===== config.mk =====
export PLATFORM = sky130hd
export DESIGN_NAME = gf_bin_mac
export DESIGN_NICKNAME = d
export VERILOG_FILES = /design/src/rtl/gfmac_pkg.sv /design/src/rtl/gf_mul.sv /design/src/rtl/gf_inv_rom.sv /design/src/rtl/bin_mul.sv /design/src/rtl/gf_bin_mac.sv
export SDC_FILE = /design/constraint.sdc
export NUM_CORES = 1
export LEC_CHECK = 0
export ABC_AREA = 1
export BUFFER_PORTS_ARGS = -buffer_cell sky130_fd_sc_hd__buf_2
export CAP_MARGIN = 10
export CORE_MARGIN = 8
export CORE_UTILIZATION = 66
export CTS_BUF_LIST = sky130_fd_sc_hd__clkbuf_16
export CTS_CLUSTER_SIZE = 16
export DETAILED_ROUTE_END_ITERATION = 6
export PLACE_DENSITY = 0.84
export REMOVE_ABC_BUFFERS = 1
export SLEW_MARGIN = 20
export SYNTH_ARGS = -nofsm -noshare
export SYNTH_HDL_FRONTEND = slang
export SYNTH_SLANG_ARGS = --single-unit

===== constraint.sdc =====
create_clock -name clk -period 3.8 [get_ports clk]
set_input_delay 0.57 -clock clk [delete_from_list [all_inputs] [get_ports clk]]
set_output_delay 0.57 -clock clk [all_outputs]
set_load 0.02 [all_outputs]

===== src/rtl/gfmac_pkg.sv =====
package gfmac_pkg;

    typedef enum logic [2:0] {
        OP_HOLD = 3'd0,
        OP_BMAC = 3'd1,
        OP_GMAC = 3'd2,
        OP_GACM = 3'd3,
        OP_GMAD = 3'd4,
        OP_GDIV = 3'd5
    } op_e;

    localparam int GW = 8;
    localparam logic [GW-1:0] GF_POLY = 8'h1D;

    function automatic logic [GW-1:0] gf_xtime(input logic [GW-1:0] v);
        return v[GW-1] ? ((v << 1) ^ GF_POLY) : (v << 1);
    endfunction

    function automatic logic [GW-1:0] gf_mul_f(input logic [GW-1:0] x,
                                               input logic [GW-1:0] y);
        logic [GW-1:0] acc;
        logic [GW-1:0] sh;
        acc = '0;
        sh  = x;
        for (int i = 0; i < GW; i++) begin
            if (y[i]) acc = acc ^ sh;
            sh = gf_xtime(sh);
        end
        return acc;
    endfunction

endpackage


===== src/rtl/gf_mul.sv =====
module gf_mul
    import gfmac_pkg::*;
(
    input  logic [GW-1:0] x_i,
    input  logic [GW-1:0] y_i,
    output logic [GW-1:0] p_o
);
    always_comb begin
        p_o = gf_mul_f(x_i, y_i);
    end
endmodule


===== src/rtl/gf_inv_rom.sv =====
module gf_inv_rom
    import gfmac_pkg::*;
(
    input  logic [GW-1:0] x_i,
    output logic [GW-1:0] y_o
);
    localparam int ENTRIES = 1 << GW;

    function automatic logic [ENTRIES*GW-1:0] build_tab();
        logic [ENTRIES*GW-1:0] t;
        logic [GW-1:0] r;
        logic [GW-1:0] s;
        t = '0;
        for (int v = 1; v < ENTRIES; v++) begin
            r = 8'h01;
            s = GW'(v);
            for (int k = 1; k < GW; k++) begin
                s = gf_mul_f(s, s);
                r = gf_mul_f(r, s);
            end
            t[v*GW +: GW] = r;
        end
        return t;
    endfunction

    localparam logic [ENTRIES*GW-1:0] INV_TAB = build_tab();

    always_comb begin
        y_o = INV_TAB[x_i*GW +: GW];
    end
endmodule


===== src/rtl/bin_mul.sv =====
module bin_mul #(
    parameter int DW = 16
) (
    input  logic [DW-1:0]   a_i,
    input  logic [DW-1:0]   b_i,
    output logic [2*DW-1:0] p_o
);
    always_comb begin
        p_o = $signed(a_i) * $signed(b_i);
    end
endmodule


===== src/rtl/gf_bin_mac.sv =====
module gf_bin_mac
    import gfmac_pkg::*;
#(
    parameter int DW = 16,
    parameter int AW = 40
) (
    input  logic          clk,
    input  logic          rst_n,
    input  logic [DW-1:0] op_a_i,
    input  logic [DW-1:0] op_b_i,
    input  logic [2:0]    opcode_i,
    input  logic          ld_const_i,
    input  logic          clr_i,
    output logic [AW-1:0] acc_o,
    output logic          zero_o,
    output logic          div_err_o
);
    localparam int PW  = 2 * DW;
    localparam int EXT = AW - PW;

    op_e           op;
    logic [AW-1:0] acc_q, acc_d;
    logic          err_q, err_d;
    logic [GW-1:0] k_q;
    logic [GW-1:0] a8, b8, acc8, inv_b;
    logic [GW-1:0] mx, my, gp;
    logic [PW-1:0] bprod;

    assign op   = op_e'(opcode_i);
    assign a8   = op_a_i[GW-1:0];
    assign b8   = op_b_i[GW-1:0];
    assign acc8 = acc_q[GW-1:0];

    gf_inv_rom u_inv  (.x_i(b8), .y_o(inv_b));
    gf_mul     u_gmul (.x_i(mx), .y_i(my), .p_o(gp));
    bin_mul #(.DW(DW)) u_bmul (.a_i(op_a_i), .b_i(op_b_i), .p_o(bprod));

    // Operand steering into the single shared field multiplier
    always_comb begin
        mx = a8;
        my = b8;
        unique case (op)
            OP_GACM: begin mx = acc8; my = a8;    end
            OP_GMAD: begin mx = k_q;  my = b8;    end
            OP_GDIV: begin mx = a8;   my = inv_b; end
            default: begin mx = a8;   my = b8;    end
        endcase
    end

    always_comb begin
        acc_d = acc_q;
        err_d = err_q;
        if (clr_i) begin
            acc_d = '0;
            err_d = 1'b0;
        end else begin
            unique case (op)
                OP_BMAC: acc_d = acc_q + {{EXT{bprod[PW-1]}}, bprod};
                OP_GMAC: acc_d = {{(AW-GW){1'b0}}, acc8 ^ gp};
                OP_GACM: acc_d = {{(AW-GW){1'b0}}, gp ^ b8};
                OP_GMAD: acc_d = {{(AW-GW){1'b0}}, a8 ^ gp};
                OP_GDIV: begin
                    acc_d = {{(AW-GW){1'b0}}, gp};
                    err_d = (b8 == '0);
                end
                default: acc_d = acc_q;
            endcase
        end
    end

    always_ff @(posedge clk or negedge rst_n) begin
        if (!rst_n) begin
            acc_q <= '0;
            err_q <= 1'b0;
            k_q   <= '0;
        end else begin
            acc_q <= acc_d;
            err_q <= err_d;
            if (ld_const_i) k_q <= b8;
        end
    end

    assign acc_o     = acc_q;
    assign zero_o    = (acc_q == '0);
    assign div_err_o = err_q;

    // clear wins over any opcode
    a_r1_clear: assert property (@(posedge clk) disable iff (!rst_n)
        $past(clr_i) |-> (acc_o == '0 && !div_err_o));

    // Galois results never reach the upper accumulator bits
    a_r8_upper_zero: assert property (@(posedge clk) disable iff (!rst_n)
        ($past(!clr_i) && ($past(opcode_i) inside {3'd2, 3'd3, 3'd4, 3'd5}))
        |-> (acc_o[AW-1:GW] == '0));

    // zero divisor gives zero and raises the error flag
    a_r7_div_zero: assert property (@(posedge clk) disable iff (!rst_n)
        ($past(!clr_i) && $past(opcode_i) == 3'd5 && $past(op_b_i[GW-1:0]) == '0)
        |-> (acc_o == '0 && div_err_o));

    // holding opcodes change nothing
    a_r10_hold: assert property (@(posedge clk) disable iff (!rst_n)
        ($past(!clr_i) && ($past(opcode_i) inside {3'd0, 3'd6, 3'd7}))
        |-> ($stable(acc_o) && $stable(div_err_o)));

    // zero flag agrees with accumulator
    a_r9_zero_flag: assert property (@(posedge clk) disable iff (!rst_n)
        zero_o == (acc_o == '0));
endmodule


==> run_results.csv, run 1 <==
group,metric,value,unit
clock_network,root_buffer,"sky130_fd_sc_hd__clkbuf_16",
die,placementRows,63,
grt,via_count_of_the_first_global_routing_pass,34169,
clock_network,ctsLongestPathBuffers,2,
grt,global_route.overflow_total,848,
placed_design,hpwl,66.1,mm
die,initial_core_utilization,66.4,%
grt,groute.usage.overall,87.6,%
logic_synthesis,yosys.area.top_type,"sky130_fd_sc_hd__fa_1",
clock_network,cts_hold_buffers,0,
status,flow.stopped_at,"global routing",
logic_synthesis,sequential_area_share_after_synthesis,6.28,%
placed_design,place_congestion,1.08,
logic_synthesis,synth-async-reset-ratio,100,%
logic_synthesis,synthesis.area,0.0195,sq mm
status,tool.error,"[ERROR GRT-0116] Global routing finished with congestion. Check the congestion regions in the DRC Viewer.",
grt,grt_pass1_wl,236,mm
logic_synthesis,yosys_warning_count,0,
logic_synthesis,synth_area_leaders,"sky130_fd_sc_hd__fa_1 (27%), sky130_fd_sc_hd__nand2_1 (18%), sky130_fd_sc_hd__inv_1 (11%)",
grt,grt_max_degree,62,
logic_synthesis,synth_edf_count,0,
clock_network,clock_tree.htree_level_count,2,
logic_synthesis,netlist_instances,3039,
logic_synthesis,synth_flop_cell,"sky130_fd_sc_hd__dfrtp_1",
placed_design,io_buffer_count,80,
die,fp.dieH,188,um
die,pin_count,81,
logic_synthesis,syn-mean-instance-area,6.43,sq um
placed_design,place_area,0.0235,sq mm
die,dieWidth,188,um
clock_network,cts_sinks,49,
logic_synthesis,netlist.area_leader.share,27.0,%
clock_network,cts-buffers-inserted,5,
status,outcome,"did not finish",
logic_synthesis,yosysUniqueCellTypes,50,
logic_synthesis,synth_seq_cells,49,
==> repair_timing <==
action                                  CTS
endpoints found under the setup margin   40
cloned                                    3
gates resized for setup                 434
pin swaps                               171
buffers inserted                         66
==> Yosys cell counts (5+ instances only) <==
library cell	number
sky130_fd_sc_hd__buf_1	17
sky130_fd_sc_hd__buf_2	30
sky130_fd_sc_hd__nand3b_1	6
sky130_fd_sc_hd__buf_6	5
sky130_fd_sc_hd__xor2_1	28
sky130_fd_sc_hd__a21oi_1	172
sky130_fd_sc_hd__ha_1	136
sky130_fd_sc_hd__nand3_1	288
sky130_fd_sc_hd__nand2_2	16
sky130_fd_sc_hd__o21ai_0	89
sky130_fd_sc_hd__nand4_1	18
sky130_fd_sc_hd__o21bai_1	5
sky130_fd_sc_hd__xnor2_1	18
sky130_fd_sc_hd__nor2_2	8
sky130_fd_sc_hd__nor3_1	10
sky130_fd_sc_hd__o211ai_1	7
sky130_fd_sc_hd__inv_1	588
sky130_fd_sc_hd__a31oi_1	8
sky130_fd_sc_hd__nor4_1	12
sky130_fd_sc_hd__fa_1	263
sky130_fd_sc_hd__buf_4	5
sky130_fd_sc_hd__nor2_1	146
sky130_fd_sc_hd__dfrtp_1	49
sky130_fd_sc_hd__a21o_1	6
sky130_fd_sc_hd__or2_2	5
sky130_fd_sc_hd__clkbuf_1	70
sky130_fd_sc_hd__o21ai_1	5
sky130_fd_sc_hd__o22ai_1	19
sky130_fd_sc_hd__nand2_4	6
sky130_fd_sc_hd__nand2_1	950
sky130_fd_sc_hd__inv_2	18
==> through the flow <==
stage / std cells / util [%] / hold WS, ps / setup TNS [ps] / worst slack [ps]
after floorplan: 2911 / - / 274 / -77990 / -3190
after global placement: 3837 / 80.1 / 490 / -107190 / -3720
after detailed placement: 3837 / 80.1 / 494 / -123160 / -4450
after CTS: 3910 / 88.2 / 173 / -96740 / -3510
==> cell families after synthesis <==
group	synth area share [%]
XOR/XNOR	2.15
AND/OR/NAND/NOR	32.0
flip-flops	6.28
AO/OA/AOI/OAI	9.21
buffers and inverters	14.7
adder cells (fa/ha/maj)	35.7
==> layer usage <==
metal,GRT usage (%),overflow
met4,86.6,254
met1,84.7,77
met3,82.7,81
met5,61.5,11
met2,97.7,425
==> inputs of run 2 (changes only) <==
--- a/config.mk
+++ b/config.mk
@@ -9,11 +9,9 @@
 export BUFFER_PORTS_ARGS = -buffer_cell sky130_fd_sc_hd__buf_2
 export CAP_MARGIN = 10
 export CORE_MARGIN = 8
-export CORE_UTILIZATION = 66
-export CTS_BUF_LIST = sky130_fd_sc_hd__clkbuf_16
-export CTS_CLUSTER_SIZE = 16
+export CORE_UTILIZATION = 40
 export DETAILED_ROUTE_END_ITERATION = 6
-export PLACE_DENSITY = 0.84
+export PLACE_DENSITY_LB_ADDON = 0.15
 export REMOVE_ABC_BUFFERS = 1
 export SLEW_MARGIN = 20
 export SYNTH_ARGS = -nofsm -noshare
==> run_results.csv, run 2 <==
group,metric,value,unit
logic_synthesis,yosys_warning_count,0,
final_layout,area_growth,36.9,%
critical_path,critical_path.startpoint_type,"input pin",
grt,global_route.overflow_total,0,
sta,hold_violations,0,
status,violations,"negative setup slack",
clock_network,cts-buffers-inserted,5,
critical_path,critical_path_arrival,7250,ps
route,drt-pass1-iter-count,5,
placed_design,hpwl,59.7,mm
critical_path,cp.buffers_inverters,8,
die,dieWidth,237,um
critical_path,critical-path-top-delay-family,"adder cells",
final_layout,finish.cell_count_without_fillers,4168,
clock_network,cts.reportedPaths.clkPinSlew,70,ps
die,placementRows,81,
sta,final_min_period_over_clock_period,186,%
die,fp.dieH,237,um
final_layout,drive_above_1_share,28.6,%
sta,max_slew_violations,0,
critical_path,timing.critical_path.from,"op_b_i[4]",
logic_synthesis,yosysUniqueCellTypes,50,
route,drc_marker_count_from_the_first_detailed_route_iteration,1354,
grt,grt_pass1_wl,120,mm
clock_network,tritoncts,"yes",
grt,antenna_found_initial,2,
critical_path,timing.reg2reg.setup_slack,730,ps
logic_synthesis,netlist.area_leader.share,27.0,%
critical_path,critical-path-top-cell-by-count,"sky130_fd_sc_hd__fa_1",
route,antenna_viol_nets_final,0,
placed_design,place_congestion,0.985,
clock_network,cts_sinks,49,
critical_path,reg2reg_to,"acc_o[3]",
die,core_area,0.0485,sq mm
die,pin_count,81,
critical_path,timing.critical_path.to_type,"flop",
final_layout,finalNetCount,3981,
sta,rsz_0062_raised_after_global_routing,"true",
sta,worst_pin_slew,705,ps
route,wl_per_cell,17.8,um
placed_design,io_buffer_count,80,
sta,fmaxAchievable,0.142,GHz
final_layout,commonest_non_fill_non_tap_cells_in_the_layout,"sky130_fd_sc_hd__nand2_1 (895), sky130_fd_sc_hd__inv_1 (545), sky130_fd_sc_hd__buf_4 (491)",
logic_synthesis,synthesis.area,0.0195,sq mm
logic_synthesis,synth-async-reset-ratio,100,%
logic_synthesis,synth_edf_count,0,
critical_path,cp_data_required_time,3990,ps
critical_path,setup.worst_path.class,"input pin to flop",
logic_synthesis,sequential_area_share_after_synthesis,6.28,%
clock_network,root_buffer,"sky130_fd_sc_hd__clkbuf_16",
critical_path,worstReg2RegStart,"acc_o[7]",
sta,skew,8.40,ps
critical_path,path_max_fanout,5,
run,max_cap_violations,0,
placed_design,post-place-cells,4096,
logic_synthesis,netlist_instances,3039,
clock_network,cts_hold_buffers,0,
sta,timing.max_slew.rel_slack,53.0,%
grt,groute.usage.overall,26.4,%
final_layout,n_fill_cell,4678,
route,remaining_drc_errors,0,
grt,via_count_of_the_first_global_routing_pass,22649,
final_layout,final_design_area_no_fill,0.0267,sq mm
route,drt_wl_total,74.2,mm
route,routed_via_density,5.13,
die,initial_core_utilization,40.2,%
clock_network,clock_latency,300,ps
logic_synthesis,synth_flop_cell,"sky130_fd_sc_hd__dfrtp_1",
status,outcome,"complete, but fails checks",
sta,setup_ws,-3260,ps
logic_synthesis,synth.top_cells.by_count,"sky130_fd_sc_hd__nand2_1 (950), sky130_fd_sc_hd__inv_1 (588), sky130_fd_sc_hd__nand3_1 (288)",
final_layout,max_reg_flops,40,
final_layout,leading_cell_type_in_the_layout_fill_and_taps_excluded,"sky130_fd_sc_hd__nand2_1",
logic_synthesis,synth_seq_cells,49,
die,floorplan.die_area,0.0562,sq mm
sta,period_minus_slack,7060,ps
logic_synthesis,synth_area_leaders,"sky130_fd_sc_hd__fa_1 (27%), sky130_fd_sc_hd__nand2_1 (18%), sky130_fd_sc_hd__inv_1 (11%)",
sta,setup-violations-final,37,
logic_synthesis,syn-mean-instance-area,6.43,sq um
worst_hold_path,worstHoldPathType,"input pin to async pin",
logic_synthesis,synth.most_common_cell,"sky130_fd_sc_hd__nand2_1",
route,via_count,21372,
grt,grt_max_degree,62,
critical_path,crit_slowest_cell,"sky130_fd_sc_hd__fa_2",
placed_design,place_area,0.0240,sq mm
clock_network,ctsLongestPathBuffers,2,
critical_path,ff2ff_path_depth,23,
logic_synthesis,yosys.area.top_type,"sky130_fd_sc_hd__fa_1",
clock_network,clock_tree.htree_level_count,2,
critical_path,timing.critical_path.slowest_cell_delay,560,ps
==> run 2: worst max path at each step <==
stage,endpoint,depth (start not counted)
finish,acc_o[37],35
CTS,acc_o[37],35
floorplan,acc_o[38],27
detailed placement,acc_o[36],32
global placement,acc_o[39],36
global route,acc_o[37],37
==> run 2: per-stage QoR <==
step | worst slack [ps] | setup TNS, ps | utilization (%) | hold slack [ps]
final | -3260 | -91520 | 55.1 | 221
after global routing | -3590 | -101280 | 55.1 | 242
after CTS | -3230 | -90390 | 53.4 | 223
after detailed placement | -3890 | -115050 | 49.5 | 528
after global placement | -3780 | -113720 | 49.5 | 511
after floorplan | -3190 | -77990 | - | 274
==> run 2: per-layer routing <==
layer,GRT usage (%),vias to the layer above,wire (um)
li1,-,10345,-
met4,9.70,0,3160
met1,31.8,10246,29900
met3,2.43,179,3290
met2,48.3,602,37900
met5,0,-,0
==> run 2: final cells by class <==
type                            instances  area (sq um)  share of cell area, %
Timing Repair inverter                  1          7.51                 0.0281
Tap cell                              622           778                   2.91
Antenna cell                            2          5.00                 0.0187
Timing Repair Buffer                  624          5220                   19.5
Multi-Input combinational cell       2253         17000                   63.8
Clock buffer                            8           136                  0.510
Sequential cell                        49          1230                   4.59
Inverter                              609          2300                   8.62
==> run 2: cell families after synthesis <==
logic type,Yosys count,share of synthesized area (%)
compound gates,330,9.21
fa+ha+maj,399,35.7
buf+inv,737,14.7
flops,49,6.28
xor+xnor,47,2.15
simple gates,1477,32.0
==> run 2: what timing repair did <==
item	4_1_cts	5_1_grt
pin swaps	107	85
setup endpoints to repair	40	40
cloned	5	0
buffers inserted	44	16
gates resized for setup	321	192
Power of run 2 is left out: the tool's default activity adds up to more than one toggle a clock period on the data nets, which glitch-free logic cannot reach.
